**src/rtl/synth_prog_pkg.sv**
```systemverilog
package synth_prog_pkg;
  localparam int FRAME_W = 21;
  localparam int ENH_W   = 8;
  localparam int R_W     = 6;
  localparam int M_W     = 9;
  localparam int A_W     = 4;
  localparam int K_W     = 18;

  // enhancement bit positions (position = order of arrival, first bit is 0)
  localparam int EB_FP    = 2;
  localparam int EB_PDN   = 3;
  localparam int EB_LOAD  = 4;
  localparam int EB_MSEL  = 5;
  localparam int EB_FC    = 6;
  localparam int EB_LDDIS = 7;

  typedef struct packed {
    logic [R_W-1:0] r;
    logic [M_W-1:0] m;
    logic [A_W-1:0] a;
    logic           pre_byp;
  } cnt_fields_t;

  typedef enum logic [1:0] {
    TST_NONE = 2'd0,
    TST_FP   = 2'd1,
    TST_MSEL = 2'd2,
    TST_FC   = 2'd3
  } tst_sel_e;

  // counter frame: primary bit 20 is the first bit sent, bit 0 the routing bit
  function automatic cnt_fields_t frame_to_cnt(input logic [FRAME_W-1:0] w);
    cnt_fields_t f;
    f.r       = {w[20], w[19], w[8:5]};
    f.m       = {w[18], w[17], w[15:9]};
    f.pre_byp = w[16];
    f.a       = w[4:1];
    return f;
  endfunction

  function automatic logic [K_W-1:0] frame_to_k(input logic [FRAME_W-1:0] w);
    return w[FRAME_W-1 -: K_W];
  endfunction

  function automatic tst_sel_e pick_test(input logic [ENH_W-1:0] e);
    if (e[EB_FP])        return TST_FP;
    else if (e[EB_MSEL]) return TST_MSEL;
    else if (e[EB_FC])   return TST_FC;
    else                 return TST_NONE;
  endfunction

  function automatic logic excl_clash(input logic [ENH_W-1:0] e);
    logic [2:0] n;
    n = 3'(e[EB_FP]) + 3'(e[EB_LOAD]) + 3'(e[EB_MSEL]) + 3'(e[EB_FC]);
    return n > 3'd1;
  endfunction
endpackage

```
**src/rtl/synth_sync_edge.sv**
```systemverilog
module synth_sync_edge #(
  parameter int W      = 1,
  parameter int STAGES = 2
) (
  input  logic         clk,
  input  logic         rst_n,
  input  logic [W-1:0] async_in,
  output logic [W-1:0] lvl,
  output logic [W-1:0] rise,
  output logic [W-1:0] fall
);
  localparam int DEPTH = STAGES + 1;

  for (genvar i = 0; i < W; i++) begin : g_bit
    logic [DEPTH-1:0] sh;
    always_ff @(posedge clk or negedge rst_n) begin
      if (!rst_n) sh <= '0;
      else        sh <= {sh[DEPTH-2:0], async_in[i]};
    end
    assign lvl[i]  = sh[STAGES-1];
    assign rise[i] = sh[STAGES-1] & ~sh[STAGES];
    assign fall[i] = ~sh[STAGES-1] & sh[STAGES];
  end
endmodule

```
**src/rtl/synth_shreg.sv**
```systemverilog
module synth_shreg #(
  parameter int W        = 8,
  parameter bit FIRST_HI = 1'b1
) (
  input  logic         clk,
  input  logic         rst_n,
  input  logic         shift,
  input  logic         din,
  output logic [W-1:0] q
);
  logic [W-1:0] nxt;

  if (FIRST_HI) begin : g_left
    assign nxt = {q[W-2:0], din};
  end else begin : g_right
    assign nxt = {din, q[W-1:1]};
  end

  always_ff @(posedge clk or negedge rst_n) begin
    if (!rst_n)     q <= '0;
    else if (shift) q <= nxt;
  end
endmodule

```
**src/rtl/synth_enh_decode.sv**
```systemverilog
module synth_enh_decode
  import synth_prog_pkg::*;
(
  input  logic [ENH_W-1:0] enh_q,
  input  logic             enh_en_n,
  output logic             pwr_down,
  output logic             cnt_load,
  output logic             ld_disable,
  output logic [1:0]       tst_sel,
  output logic             sel_err
);
  logic [ENH_W-1:0] act;
  tst_sel_e         pick;

  assign act        = enh_en_n ? '0 : enh_q;
  assign pick       = pick_test(act);
  assign tst_sel    = pick;
  assign sel_err    = excl_clash(act);
  assign pwr_down   = act[EB_PDN];
  assign cnt_load   = act[EB_LOAD];
  assign ld_disable = act[EB_LDDIS];
endmodule

```
**src/rtl/synth_prog_if.sv**
```systemverilog
module synth_prog_if
  import synth_prog_pkg::*;
#(
  parameter int SYNC_STAGES = 2
) (
  input  logic        clk,
  input  logic        rst_n,
  input  logic        ser_clk,
  input  logic        ser_dat,
  input  logic        ser_stb,
  input  logic        enh_wr,
  input  logic        enh_en_n,
  input  logic        dir_mode,
  input  logic [5:0]  dir_r,
  input  logic [8:0]  dir_m,
  input  logic [3:0]  dir_a,
  input  logic        dir_pre_byp,
  input  logic [17:0] dir_k,
  output logic [5:0]  r_div,
  output logic [8:0]  m_div,
  output logic [3:0]  a_cnt,
  output logic        pre_byp,
  output logic [17:0] k_frac,
  output logic        pwr_down,
  output logic        cnt_load,
  output logic        ld_disable,
  output logic [1:0]  tst_sel,
  output logic        sel_err
);
  localparam int CH_SCLK = 0;
  localparam int CH_DAT  = 1;
  localparam int CH_STB  = 2;
  localparam int CH_EWR  = 3;
  localparam int N_CH    = 4;

  logic [N_CH-1:0] s_lvl, s_rise, s_fall;

  synth_sync_edge #(.W(N_CH), .STAGES(SYNC_STAGES)) u_sync (
    .clk      (clk),
    .rst_n    (rst_n),
    .async_in ({enh_wr, ser_stb, ser_dat, ser_clk}),
    .lvl      (s_lvl),
    .rise     (s_rise),
    .fall     (s_fall)
  );

  // named internal events
  logic pri_shift, enh_shift, cnt_wr, k_wr, enh_cap;
  logic [FRAME_W-1:0] pri_q;
  logic [ENH_W-1:0]   esh_q;

  assign pri_shift = s_rise[CH_SCLK] & ~s_lvl[CH_STB] & ~s_lvl[CH_EWR];
  assign enh_shift = s_rise[CH_SCLK] & ~s_lvl[CH_STB] &  s_lvl[CH_EWR];
  assign cnt_wr    = s_rise[CH_STB] & ~dir_mode & ~pri_q[0];
  assign k_wr      = s_rise[CH_STB] & ~dir_mode &  pri_q[0];
  assign enh_cap   = s_fall[CH_EWR];

  synth_shreg #(.W(FRAME_W), .FIRST_HI(1'b1)) u_pri (
    .clk   (clk),
    .rst_n (rst_n),
    .shift (pri_shift),
    .din   (s_lvl[CH_DAT]),
    .q     (pri_q)
  );

  synth_shreg #(.W(ENH_W), .FIRST_HI(1'b0)) u_esh (
    .clk   (clk),
    .rst_n (rst_n),
    .shift (enh_shift),
    .din   (s_lvl[CH_DAT]),
    .q     (esh_q)
  );

  cnt_fields_t      cnt_q;
  logic [K_W-1:0]   k_q;
  logic [ENH_W-1:0] enh_q;

  always_ff @(posedge clk or negedge rst_n) begin
    if (!rst_n) begin
      cnt_q <= '0;
      k_q   <= '0;
      enh_q <= '0;
    end else begin
      if (cnt_wr)  cnt_q <= frame_to_cnt(pri_q);
      if (k_wr)    k_q   <= frame_to_k(pri_q);
      if (enh_cap) enh_q <= esh_q;
    end
  end

  assign r_div   = dir_mode ? dir_r       : cnt_q.r;
  assign m_div   = dir_mode ? dir_m       : cnt_q.m;
  assign a_cnt   = dir_mode ? dir_a       : cnt_q.a;
  assign pre_byp = dir_mode ? dir_pre_byp : cnt_q.pre_byp;
  assign k_frac  = dir_mode ? dir_k       : k_q;

  synth_enh_decode u_dec (
    .enh_q      (enh_q),
    .enh_en_n   (enh_en_n),
    .pwr_down   (pwr_down),
    .cnt_load   (cnt_load),
    .ld_disable (ld_disable),
    .tst_sel    (tst_sel),
    .sel_err    (sel_err)
  );

  logic unused_bits;
  assign unused_bits = ^{s_lvl[CH_SCLK], s_rise[CH_DAT], s_rise[CH_EWR],
                         s_fall[CH_SCLK], s_fall[CH_DAT], s_fall[CH_STB]};
endmodule

```
**config.mk**
```make
export PLATFORM = sky130hd
export DESIGN_NAME = synth_prog_if
export DESIGN_NICKNAME = d
export VERILOG_FILES = /design/src/rtl/synth_prog_pkg.sv /design/src/rtl/synth_sync_edge.sv /design/src/rtl/synth_shreg.sv /design/src/rtl/synth_enh_decode.sv /design/src/rtl/synth_prog_if.sv
export SDC_FILE = /design/constraint.sdc
export NUM_CORES = 1
export LEC_CHECK = 0
export CORE_MARGIN = 4
export CORE_UTILIZATION = 50
export DETAILED_ROUTE_END_ITERATION = 10
export DONT_BUFFER_PORTS = 1
export PLACE_DENSITY = 0.64
export SLEW_MARGIN = 30
export SYNTH_ARGS = -nofsm -noshare
export SYNTH_HDL_FRONTEND = slang
export SYNTH_SLANG_ARGS = --single-unit
```
**constraint.sdc**
```tcl
create_clock -name clk -period 2.3 [get_ports clk]
set_clock_uncertainty 0.1 [all_clocks]
set_input_delay 0 -clock clk [delete_from_list [all_inputs] [get_ports clk]]
set_output_delay 0 -clock clk [all_outputs]
set_load 0.03 [all_outputs]
```
==> results of run 1 <==
flip-flops by register name, summed over array words and instances (netlist names):
name and count:
cnt_q 20, enh_q 6, k_q 18, u_esh.q 6, u_pri.q 21, u_sync.g_bit.sh 11
metal layers:
layer	track usage	vias up
met3	0.03692	7
met4	0.07054	0
met1	0.2141	879
li1	-	822
met2	0.2202	64
met5	0	-
placed cells by master (no fill, tap or decap), types with 3 or more instances in the layout:
| cell type | netlist | final |
|---|---|---|
| clkbuf_8 | 0 | 9 |
| nor2b_1 | 5 | 5 |
| dfrtp_1 | 82 | 82 |
| mux2_4 | 10 | 10 |
| dlygate4sd3_1 | 0 | 5 |
| nor2_1 | 3 | 3 |
| mux2_2 | 97 | 97 |
| buf_4 | 2 | 7 |
| bufinv_16 | 0 | 3 |
stage by stage:
| stage | util | setup slack, ps | cells | hold slack (ps) | area, um2 |
|---|---|---|---|---|---|
| final | 0.5808 | 420.1 | 336 | 11.83 | 3968 |
| after global routing | 0.5808 | 228.6 | 336 | 14.89 | 3968 |
| after CTS | 0.5808 | 390.2 | 336 | 13.25 | 3968 |
| after detailed placement | 0.5352 | 670.2 | 314 | -393.0 | 3656 |
| after global placement | 0.5352 | 726.1 | 314 | -392.6 | 3656 |
| after floorplan | - | 51.73 | 223 | -395.6 | 3536 |
layout make-up:
cell class | instances | area share
flip-flops and latches | 82 | 0.5172
multi-input cells | 128 | 0.3598
clock buffers | 11 | 0.03311
repair buffers | 13 | 0.03280
well taps | 96 | 0.03027
clock inverters | 5 | 0.02586
inverters | 1 | 0.0009461
worst paths after layout:
kind	slack (ps)	startpoint	endpoint
worst max register to register	650	u_sync.g_bit[2].sh[1]	u_pri.q[18]
min in group asynchronous	110	rst_n	k_q[8]
worst min-delay path	10	enh_en_n	pwr_down
worst max-delay path	420	enh_q[4]	sel_err
max in group asynchronous	1660	rst_n	u_pri.q[16]
worst min register to register	250	u_sync.g_bit[2].sh[0]	u_sync.g_bit[2].sh[1]
cells by family after synthesis:
family,after synthesis,synth area share
buffers and inverters,13,0.02087
AO/OA/AOI/OAI,2,0.002828
flip-flops,82,0.5803
adder cells (fa/ha/maj),2,0.007076
multiplexers,109,0.3577
AND/OR/NAND/NOR,15,0.03114
critical path, delay by kind of cell, from the launching register on:
family | cells | cell delay [ps]
fa+ha+maj | 2 | 560
flops | 1 | 380
simple gates | 2 | 200
buf+inv | 1 | 180
compound gates | 1 | 140
power breakdown:
group / switching, mW / internal [mW]
combinational: 0.279 / 0.218
sequential: 0.102 / 1.58
clock: 0.484 / 0.721
what timing repair did:
action	CTS	global route
gates resized for setup	0	0
hold buffers	6	0
hold endpoints to repair	86	0
==> impl_metrics.py, run 1 <==
metrics = {
    "layout": {
        "nets": 283,
        "area_growth_pct": 12.21,
        "diodes": 0,
        "multi_input_area_mm2": 0.001428,
        "nFillCells": 539,
        "drive_above_1_share": 0.5458,
        "regArea_mm2": 0.002052,
    },
    "power": {
        "power_leakage_nw": 1.905,
        "power_density_mw_per_mm2": 853.2,
        "irDropWorstVdd_uv": 401.7,
        "total_power_mw": 3.385,
    },
    "place": {
        "post-dp-hpwl_um": 4138,
        "gp_congestion": 0.7714,
        "io_buffer_count": 0,
    },
    "synth": {
        "post_synth.cell_area_avg_um2": 15.86,
        "yosys_most_used_dff": "dfrtp_1",
        "yosysMostFrequentCell": "mux2_2",
        "synthArstFlopShare": 1.000,
        "synth_area_mm2": 0.003536,
        "ys_top_cells_by_count": "97 x mux2_2, 82 x dfrtp_1, 10 x mux2_4",
        "synthCells": 223,
        "synth_top_area_share": 0.5803,
        "synth-edff-count": 0,
        "yosysSeqAreaShare": 0.5803,
        "ys_warn_count": 0,
        "synth.area.top_cells": "dfrtp_1 58%, mux2_2 31%, mux2_4 4.2%",
        "ys_types": 20,
        "yosysTopAreaCell": "dfrtp_1",
        "syn_nets": 271,
        "ys_seq_elements": 82,
    },
    "clock_network": {
        "post-cts-setup-buffer-count": 0,
        "numCtsBuffers": 9,
        "cts_buffer_depth": 2,
        "cts.clk_slew.worst_paths_ps": 70,
        "clock_sinks": 82,
        "clock-root-buffer": "clkbuf_8",
        "cts_tree": "done",
        "worstSkewPairLatency_ps": 330,
        "htree_levels": 3,
    },
    "sta": {
        "hold_violations": 0,
        "setup_viol": 0,
        "drv_slew": 0,
        "finalCritPeriodShare": 0.8173,
        "max-slew-margin-rel": 0.5561,
        "tightest_slew_ps": 667.9,
        "period_minus_slack_ps": 1880,
        "rsz0062_at_grt": "false",
        "fmax_ghz": 0.5320,
        "finalSetupTns_ps": 0,
    },
    "global_routing": {
        "grt_max_degree": 83,
        "grt_usage": 0.1516,
        "antenna_found_initial": 0,
        "first_global_vias": 1925,
        "grt_pass1_wl_um": 10020,
        "overflow": 0,
    },
    "floorplan": {
        "dieArea_mm2": 0.008481,
        "ioPinCount": 90,
        "die-height_um": 92.10,
        "die_x_um": 92.10,
        "rows": 30,
        "start_util": 0.5176,
        "core_area_mm2": 0.006832,
    },
    "setup_path": {
        "cp.required_ps": 2200,
        "critPathKind": "register to primary output",
        "cp_slowest_cell": "dfrtp_1",
        "critPathMaxStageDelay_ps": 380,
        "r2r_cells": 3,
        "critical_path.cell_chain": "nor2b_1, ha_1, ha_1, nand2_1, o21ai_0, buf_4",
        "cp_common_cell": "ha_1",
        "cp-end-kind": "primary output",
        "critPathMaxFanout": 2,
        "arrival_ps": 1780,
        "startpoint_type": "register",
    },
    "routing": {
        "vias": 1772,
        "route.met2.wl_um": 2697,
        "routed_wl_um": 6026,
        "vias_per_cell": 5.274,
        "ant_nets": 0,
        "drt-pass1-iter-count": 3,
        "drcViolationCount": 0,
        "wl_met3_um": 333,
        "met1_length_um": 2926,
        "wl_per_cell_um": 17.93,
        "maxUsedRoutingLayer": "met4",
        "drtIter0Drc": 35,
    },
    "min_path": {
        "hold_path_depth": 1,
        "min_path_type": "primary input to primary output",
    },
    "run": {
        "maxCapViolCount": 0,
    },
    "outcome": {
        "status": "complete, no violations",
    },
}
No activity file was read; power rests on OpenSTA's default activity.
==> inputs of run 2 (changes only) <==
Settings changed: ABC_AREA set to 1, PLACE_DENSITY 0.64 to 0.67.
Clock period 2.3 ns to 1.7 ns, I/O delays scaled along.
==> run 2 against run 1 <==
Compared with the run above: wire length increased by 43%; synthesized cell count up 110%; combinational power is 42% higher; register-to-register slack got worse by 340 ps; the run now ends with negative hold slack, negative setup slack left; setup slack got worse by 440 ps; sequential power rose by 29%; cell count increased by 82%; clock power rose by 15%; non-clock buffer count grew 51; via count is 83% higher; critical endpoint unchanged; total power grew 25%; area after synthesis is 8.7% higher.
==> impl_metrics.py, run 2 <==
metrics = {
    "outcome": {
        "status": "complete, but fails checks",
        "violations": "negative hold slack, negative setup slack",
    },
    "sta": {
        "finalCritPeriodShare": 1.014,
        "fmax_ghz": 0.5801,
        "setup_viol": 1,
        "period_minus_slack_ps": 1724,
        "holdWs_ps": -765.2,
        "max-slew-margin-rel": 0.6181,
        "drv_slew": 0,
        "hold_violations": 82,
        "fin_ws_ps": -23.86,
        "tightest_slew_ps": 570.7,
        "rsz0062_at_grt": "true",
    },
    "synth": {
        "ys_warn_count": 0,
        "yosysTopAreaCell": "dfrtp_1",
        "yosys_most_used_dff": "dfrtp_1",
        "synthArstFlopShare": 1.000,
        "synth.area.top_cells": "dfrtp_1 53%, nand2_1 17%, nand4_1 11%",
        "post_synth.cell_area_avg_um2": 8.228,
        "synth-edff-count": 0,
        "synth_area_mm2": 0.003842,
        "ys_top_cells_by_count": "174 x nand2_1, 82 x dfrtp_1, 65 x nand4_1",
        "yosysMostFrequentCell": "nand2_1",
        "synth_top_area_share": 0.5340,
        "ys_types": 18,
        "syn_nets": 515,
        "yosysSeqAreaShare": 0.5340,
        "ys_seq_elements": 82,
        "synthCells": 467,
    },
    "layout": {
        "diodes": 0,
        "layout_common_cells": "173 x nand2_1, 82 x dfrtp_1, 65 x nand4_1",
        "final_common_cell": "nand2_1",
        "nets": 556,
        "largest_register_ffs": 21,
        "reg_top3": "u_pri.q x21, cnt_q x20, k_q x18",
        "design_area_mm2": 0.004519,
        "area_growth_pct": 17.62,
        "largest-register": "u_pri.q",
        "nFillCells": 646,
        "drive_above_1_share": 0.1735,
    },
    "clock_network": {
        "clock_sinks": 82,
        "cts_buffer_depth": 2,
        "cts.clk_slew.worst_paths_ps": 90,
        "htree_levels": 3,
        "clock-root-buffer": "clkbuf_8",
        "numCtsBuffers": 9,
        "cts-hold-fix-buffers": 5,
        "worstSkewPairLatency_ps": 350,
        "cts_tree": "done",
    },
    "setup_path": {
        "critPathKind": "register to primary output",
        "ff2ff_setup_slack_ps": 310,
        "critPathMaxFanout": 2,
        "cp_slowest_cell": "dfrtp_1",
        "cp-end-kind": "primary output",
        "cp.buffers_inverters": 2,
        "cp_common_cell": "ha_4",
        "cp.required_ps": 1600,
        "critical_path.cell_chain": "inv_2, nor2_4, ha_4, ha_4, nand3_4, nand2_4, buf_12",
        "critPathMaxStageDelay_ps": 380,
        "startpoint_type": "register",
        "critical_path.top_delay_family": "adder cells",
        "arrival_ps": 1620,
    },
    "floorplan": {
        "core_area_mm2": 0.007370,
        "die_x_um": 95.67,
        "rows": 31,
        "die-height_um": 95.67,
        "ioPinCount": 90,
        "start_util": 0.5214,
        "dieArea_mm2": 0.009152,
    },
    "routing": {
        "wl_per_cell_um": 14.09,
        "drt-pass1-iter-count": 4,
        "vias": 3238,
        "routed_wl_um": 8623,
        "vias_per_cell": 5.291,
        "drcViolationCount": 0,
        "ant_nets": 0,
        "drtIter0Drc": 291,
    },
    "power": {
        "power_density_mw_per_mm2": 939.9,
        "power_leakage_nw": 2.330,
        "total_power_mw": 4.248,
        "irDropWorstVdd_uv": 724.3,
    },
    "global_routing": {
        "gr-usage-met2": 0.3011,
        "busiest_layer": "met2",
        "gr-usage-met3": 0.03157,
        "overflow": 0,
        "grt_max_degree": 83,
        "antenna_found_initial": 0,
        "first_global_vias": 2965,
        "grt_usage": 0.2017,
        "grt_pass1_wl_um": 14310,
        "grt_use_met1": 0.2881,
    },
    "place": {
        "gp_congestion": 0.8003,
        "post-dp-hpwl_um": 5943,
        "placed_cell_area_mm2": 0.004179,
        "io_buffer_count": 0,
        "place_ws_ps": 199.8,
    },
    "run": {
        "maxCapViolCount": 0,
    },
    "min_path": {
        "min_path_type": "primary input to asynchronous set/reset pin",
    },
}
## run 2: timing repair
item / CTS / global route
hold endpoints to repair: 124 / 82
pin swaps: 3 / 3
gates cloned: 0 / 0
endpoints found under the setup margin: 1 / 1
gates resized for setup: 4 / 8
buffers inserted: 3 / 2
## run 2: per-layer routing
metal	share of wire	up-vias	routed length [um]
li1	-	1607	-
met1	0.44	1510	3801
met2	0.47	107	4095
met3	0.062	14	532
met4	0.022	0	194
met5	0	-	0
## run 2: cell families after synthesis
| family | count (synthesis) | share of synthesized area |
|---|---|---|
| AO/OA/AOI/OAI | 44 | 0.05764 |
| AND/OR/NAND/NOR | 259 | 0.3028 |
| buffers and inverters | 80 | 0.09899 |
| adder cells (fa/ha/maj) | 2 | 0.006511 |
| flip-flops | 82 | 0.5340 |
## run 2: worst paths after layout
| check | from | to | cells past startpoint |
|---|---|---|---|
| max in group asynchronous | rst_n | u_pri.q[11] | 0 |
| hold / removal | rst_n | cnt_q[17] | 0 |
| min in group clk | enh_en_n | ld_disable | 1 |
| setup / recovery | enh_q[4] | sel_err | 7 |
| hold reg to reg | u_sync.g_bit[0].sh[0] | u_sync.g_bit[0].sh[1] | 0 |
| setup reg to reg | u_sync.g_bit[2].sh[1] | k_q[2] | 4 |
## run 2: cell type report
type	instances	area, um2	area share
Sequential cell	82	2052	0.4540
Multi-Input combinational cell	305	1473	0.3259
Timing Repair Buffer	64	505.5	0.1118
Inverter	46	172.7	0.03821
Clock buffer	9	123.9	0.02741
Tap cell	99	123.9	0.02741
Clock inverter	7	68.82	0.01523
## run 2: per-stage QoR
stage          TNS (ps)    util  cells  hold slack, ps
2_1_floorplan         0       -    467          -395.6
3_3_place_gp          0  0.5671    586          -391.5
3_5_place_dp          0  0.5671    586          -392.1
4_1_cts          -118.0  0.6041    610          -777.4
5_1_grt          -119.1  0.6132    612          -783.3
6_report         -23.86  0.6132    612          -765.2
## run 2: report_power, final
group	switching, mW	internal (mW)
sequential	0.0955	2.07
clock	0.703	0.675
combinational	0.446	0.258
total	1.24	3.00
## run 2: worst reg2reg max path: stages, from the launching register on
cell	delay [ps]
dfrtp_1	400
buf_4	230
nand3_2	330
nand2_1	170
nand2_1	60
==> inputs of run 3 (changes only) <==
Settings changed: ABC_AREA 1 to 0, RECOVER_POWER set to 25, SYNTH_HIERARCHICAL set to 1.
==> run 3 against run 2 <==
Compared with the run above: the flow still finishes with violations (negative hold slack, negative setup slack); total power grew 3.9%; sequential share of layout area grew 5.0 points; non-clock buffer count is 48 lower; clock power barely moved; clock-buffer cell count rose by 1; highest routed layer unchanged; first-iteration DRC count fell by 75%; flip-flop and latch count unchanged; critical endpoint unchanged; cell count fell by 44%; worst hold slack improved by 7.2 ps; final area decreased by 10%.
==> impl_metrics.py, run 3 <==
metrics = {
    "outcome": {
        "status": "complete, but fails checks",
        "violations": "negative hold slack, negative setup slack",
    },
    "power": {
        "irDropWorstVdd_uv": 438.5,
        "power_density_mw_per_mm2": 1085,
        "switchingPower_mw": 1.179,
        "total_power_mw": 4.412,
        "comb_power_share": 0.166,
        "clockPowerShare": 0.316,
        "power_leakage_nw": 2.013,
        "pwr-share-seq": 0.518,
        "swShare": 0.2672,
        "cellInternalPower_mw": 3.233,
    },
    "run": {
        "maxCapViolCount": 0,
    },
    "routing": {
        "vias_per_cell": 5.213,
        "drtIter0Drc": 73,
        "drt-pass1-iter-count": 2,
        "drcViolationCount": 0,
        "routed_wl_um": 5928,
        "ant_nets": 0,
        "wl_per_cell_um": 17.33,
        "vias": 1783,
    },
    "clock_network": {
        "clock-root-buffer": "clkbuf_8",
        "numCtsBuffers": 9,
        "cts-hold-fix-buffers": 5,
        "clock_sinks": 82,
        "cts_tree": "done",
        "htree_levels": 3,
        "worstSkewPairLatency_ps": 350,
        "cts_buffer_depth": 2,
        "cts.clk_slew.worst_paths_ps": 80,
    },
    "layout": {
        "largest-register": "u_pri/q",
        "drive_above_1_share": 0.6008,
        "final_common_cell": "dfrtp_1",
        "layout_common_cells": "82 x dfrtp_1, 72 x mux2_2, 36 x mux2_4",
        "reg_top3": "u_pri/q x21, cnt_q x20, k_q x18",
        "area_growth_pct": 10.17,
        "diodes": 0,
        "nFillCells": 633,
        "nets": 285,
        "largest_register_ffs": 21,
    },
    "floorplan": {
        "start_util": 0.5118,
        "rows": 31,
        "ioPinCount": 90,
        "die_x_um": 93.94,
        "die-height_um": 93.94,
        "dieArea_mm2": 0.008824,
        "core_area_mm2": 0.007214,
    },
    "synth": {
        "synth_area_mm2": 0.003692,
        "syn_nets": 272,
        "synthCells": 225,
        "ys_warn_count": 6,
        "post_synth.cell_area_avg_um2": 16.41,
    },
    "sta": {
        "tightest_slew_ps": 367.1,
        "setup_viol": 1,
        "finalCritPeriodShare": 1.070,
        "hold_violations": 82,
        "finalSetupTns_ps": -119.4,
        "period_minus_slack_ps": 1819,
        "holdWs_ps": -758.0,
        "max-slew-margin-rel": 0.7553,
        "fin_ws_ps": -119.4,
        "rsz0062_at_grt": "true",
        "drv_slew": 0,
        "fmax_ghz": 0.5496,
    },
    "setup_path": {
        "cp-end-kind": "primary output",
        "critPathKind": "register to primary output",
        "critPathMaxFanout": 2,
        "cp.required_ps": 1600,
        "arrival_ps": 1720,
        "startpoint_type": "register",
    },
    "place": {
        "gp_congestion": 0.6865,
        "io_buffer_count": 0,
        "place_ws_ps": -7.699,
        "post-dp-hpwl_um": 4015,
    },
    "global_routing": {
        "antenna_found_initial": 0,
        "first_global_vias": 1824,
        "grt_pass1_wl_um": 9370,
        "overflow": 0,
        "grt_usage": 0.1431,
        "grt_max_degree": 83,
    },
    "min_path": {
        "min_path_type": "primary input to asynchronous set/reset pin",
    },
}
==> run 3: worst max-delay path: stages, from the launching register on <==
cell     delay, ps
dfrtp_1        380
and2b_2        200
fa_1           500
a31o_4         290
==> run 3: power by group through the flow <==
| stage | logic, mW | registers, mW | clock network, mW |
|---|---|---|---|
| after floorplan | 0.643 | 2.27 | 0 |
| after global placement | 0.678 | 2.32 | 0 |
| after detailed placement | 0.693 | 2.33 | 0 |
| after CTS | 0.736 | 2.29 | 1.45 |
| after global routing | 0.781 | 2.31 | 1.54 |
| final | 0.731 | 2.28 | 1.40 |
==> run 3: layer usage <==
metal / vias up / global-route usage / wire length [um]
li1: 825 / - / -
met1: 895 / 0.1970 / 2727
met2: 54 / 0.2040 / 2761
met3: 9 / 0.03926 / 332
met4: 0 / 0.07942 / 107
met5: - / 0 / 0
==> run 3: cell type report <==
type                    count  area, um2  area share
clock inverters             6      66.31     0.01630
well taps                  99      123.9     0.03045
clock buffers              10      137.6     0.03384
multi-input cells         127       1548      0.3805
repair buffers             16      132.6     0.03261
inverters                   2      7.507    0.001846
flip-flops and latches     82       2052      0.5045
==> run 3: stage by stage <==
stage	util	instances	hold slack, ps	cell area, um2
CTS	0.5617	341	-780.7	4053
floorplan	-	225	-395.6	3692
finish	0.5638	342	-758.0	4068
global route	0.5638	342	-792.6	4068
detailed placement	0.5239	319	-391.9	3780
global placement	0.5239	319	-391.7	3780
==> run 3: worst paths after layout <==
path,startpoint,end,slack (ps),cells past startpoint
worst max register to register,u_sync/g_bit[2].sh[1],cnt_q[0],110,4
worst max-delay path,enh_q[6],sel_err,-120,3
worst min register to register,u_sync/g_bit[3].sh[0],u_sync/g_bit[3].sh[1],250,0
min in group clk,enh_en_n,tst_sel[0],80,2
max in group asynchronous,rst_n,k_q[16],2120,0
worst min-delay path,rst_n,enh_q[7],-760,0
==> run 3: repair_timing <==
| item | 4_1_cts | 5_1_grt |
|---|---|---|
| resized for setup | 3 | 2 |
| buffers inserted | 1 | 1 |
| endpoints found under the setup margin | 9 | 11 |
| pin swaps | 2 | 0 |
| endpoints found under the hold margin | 105 | 82 |
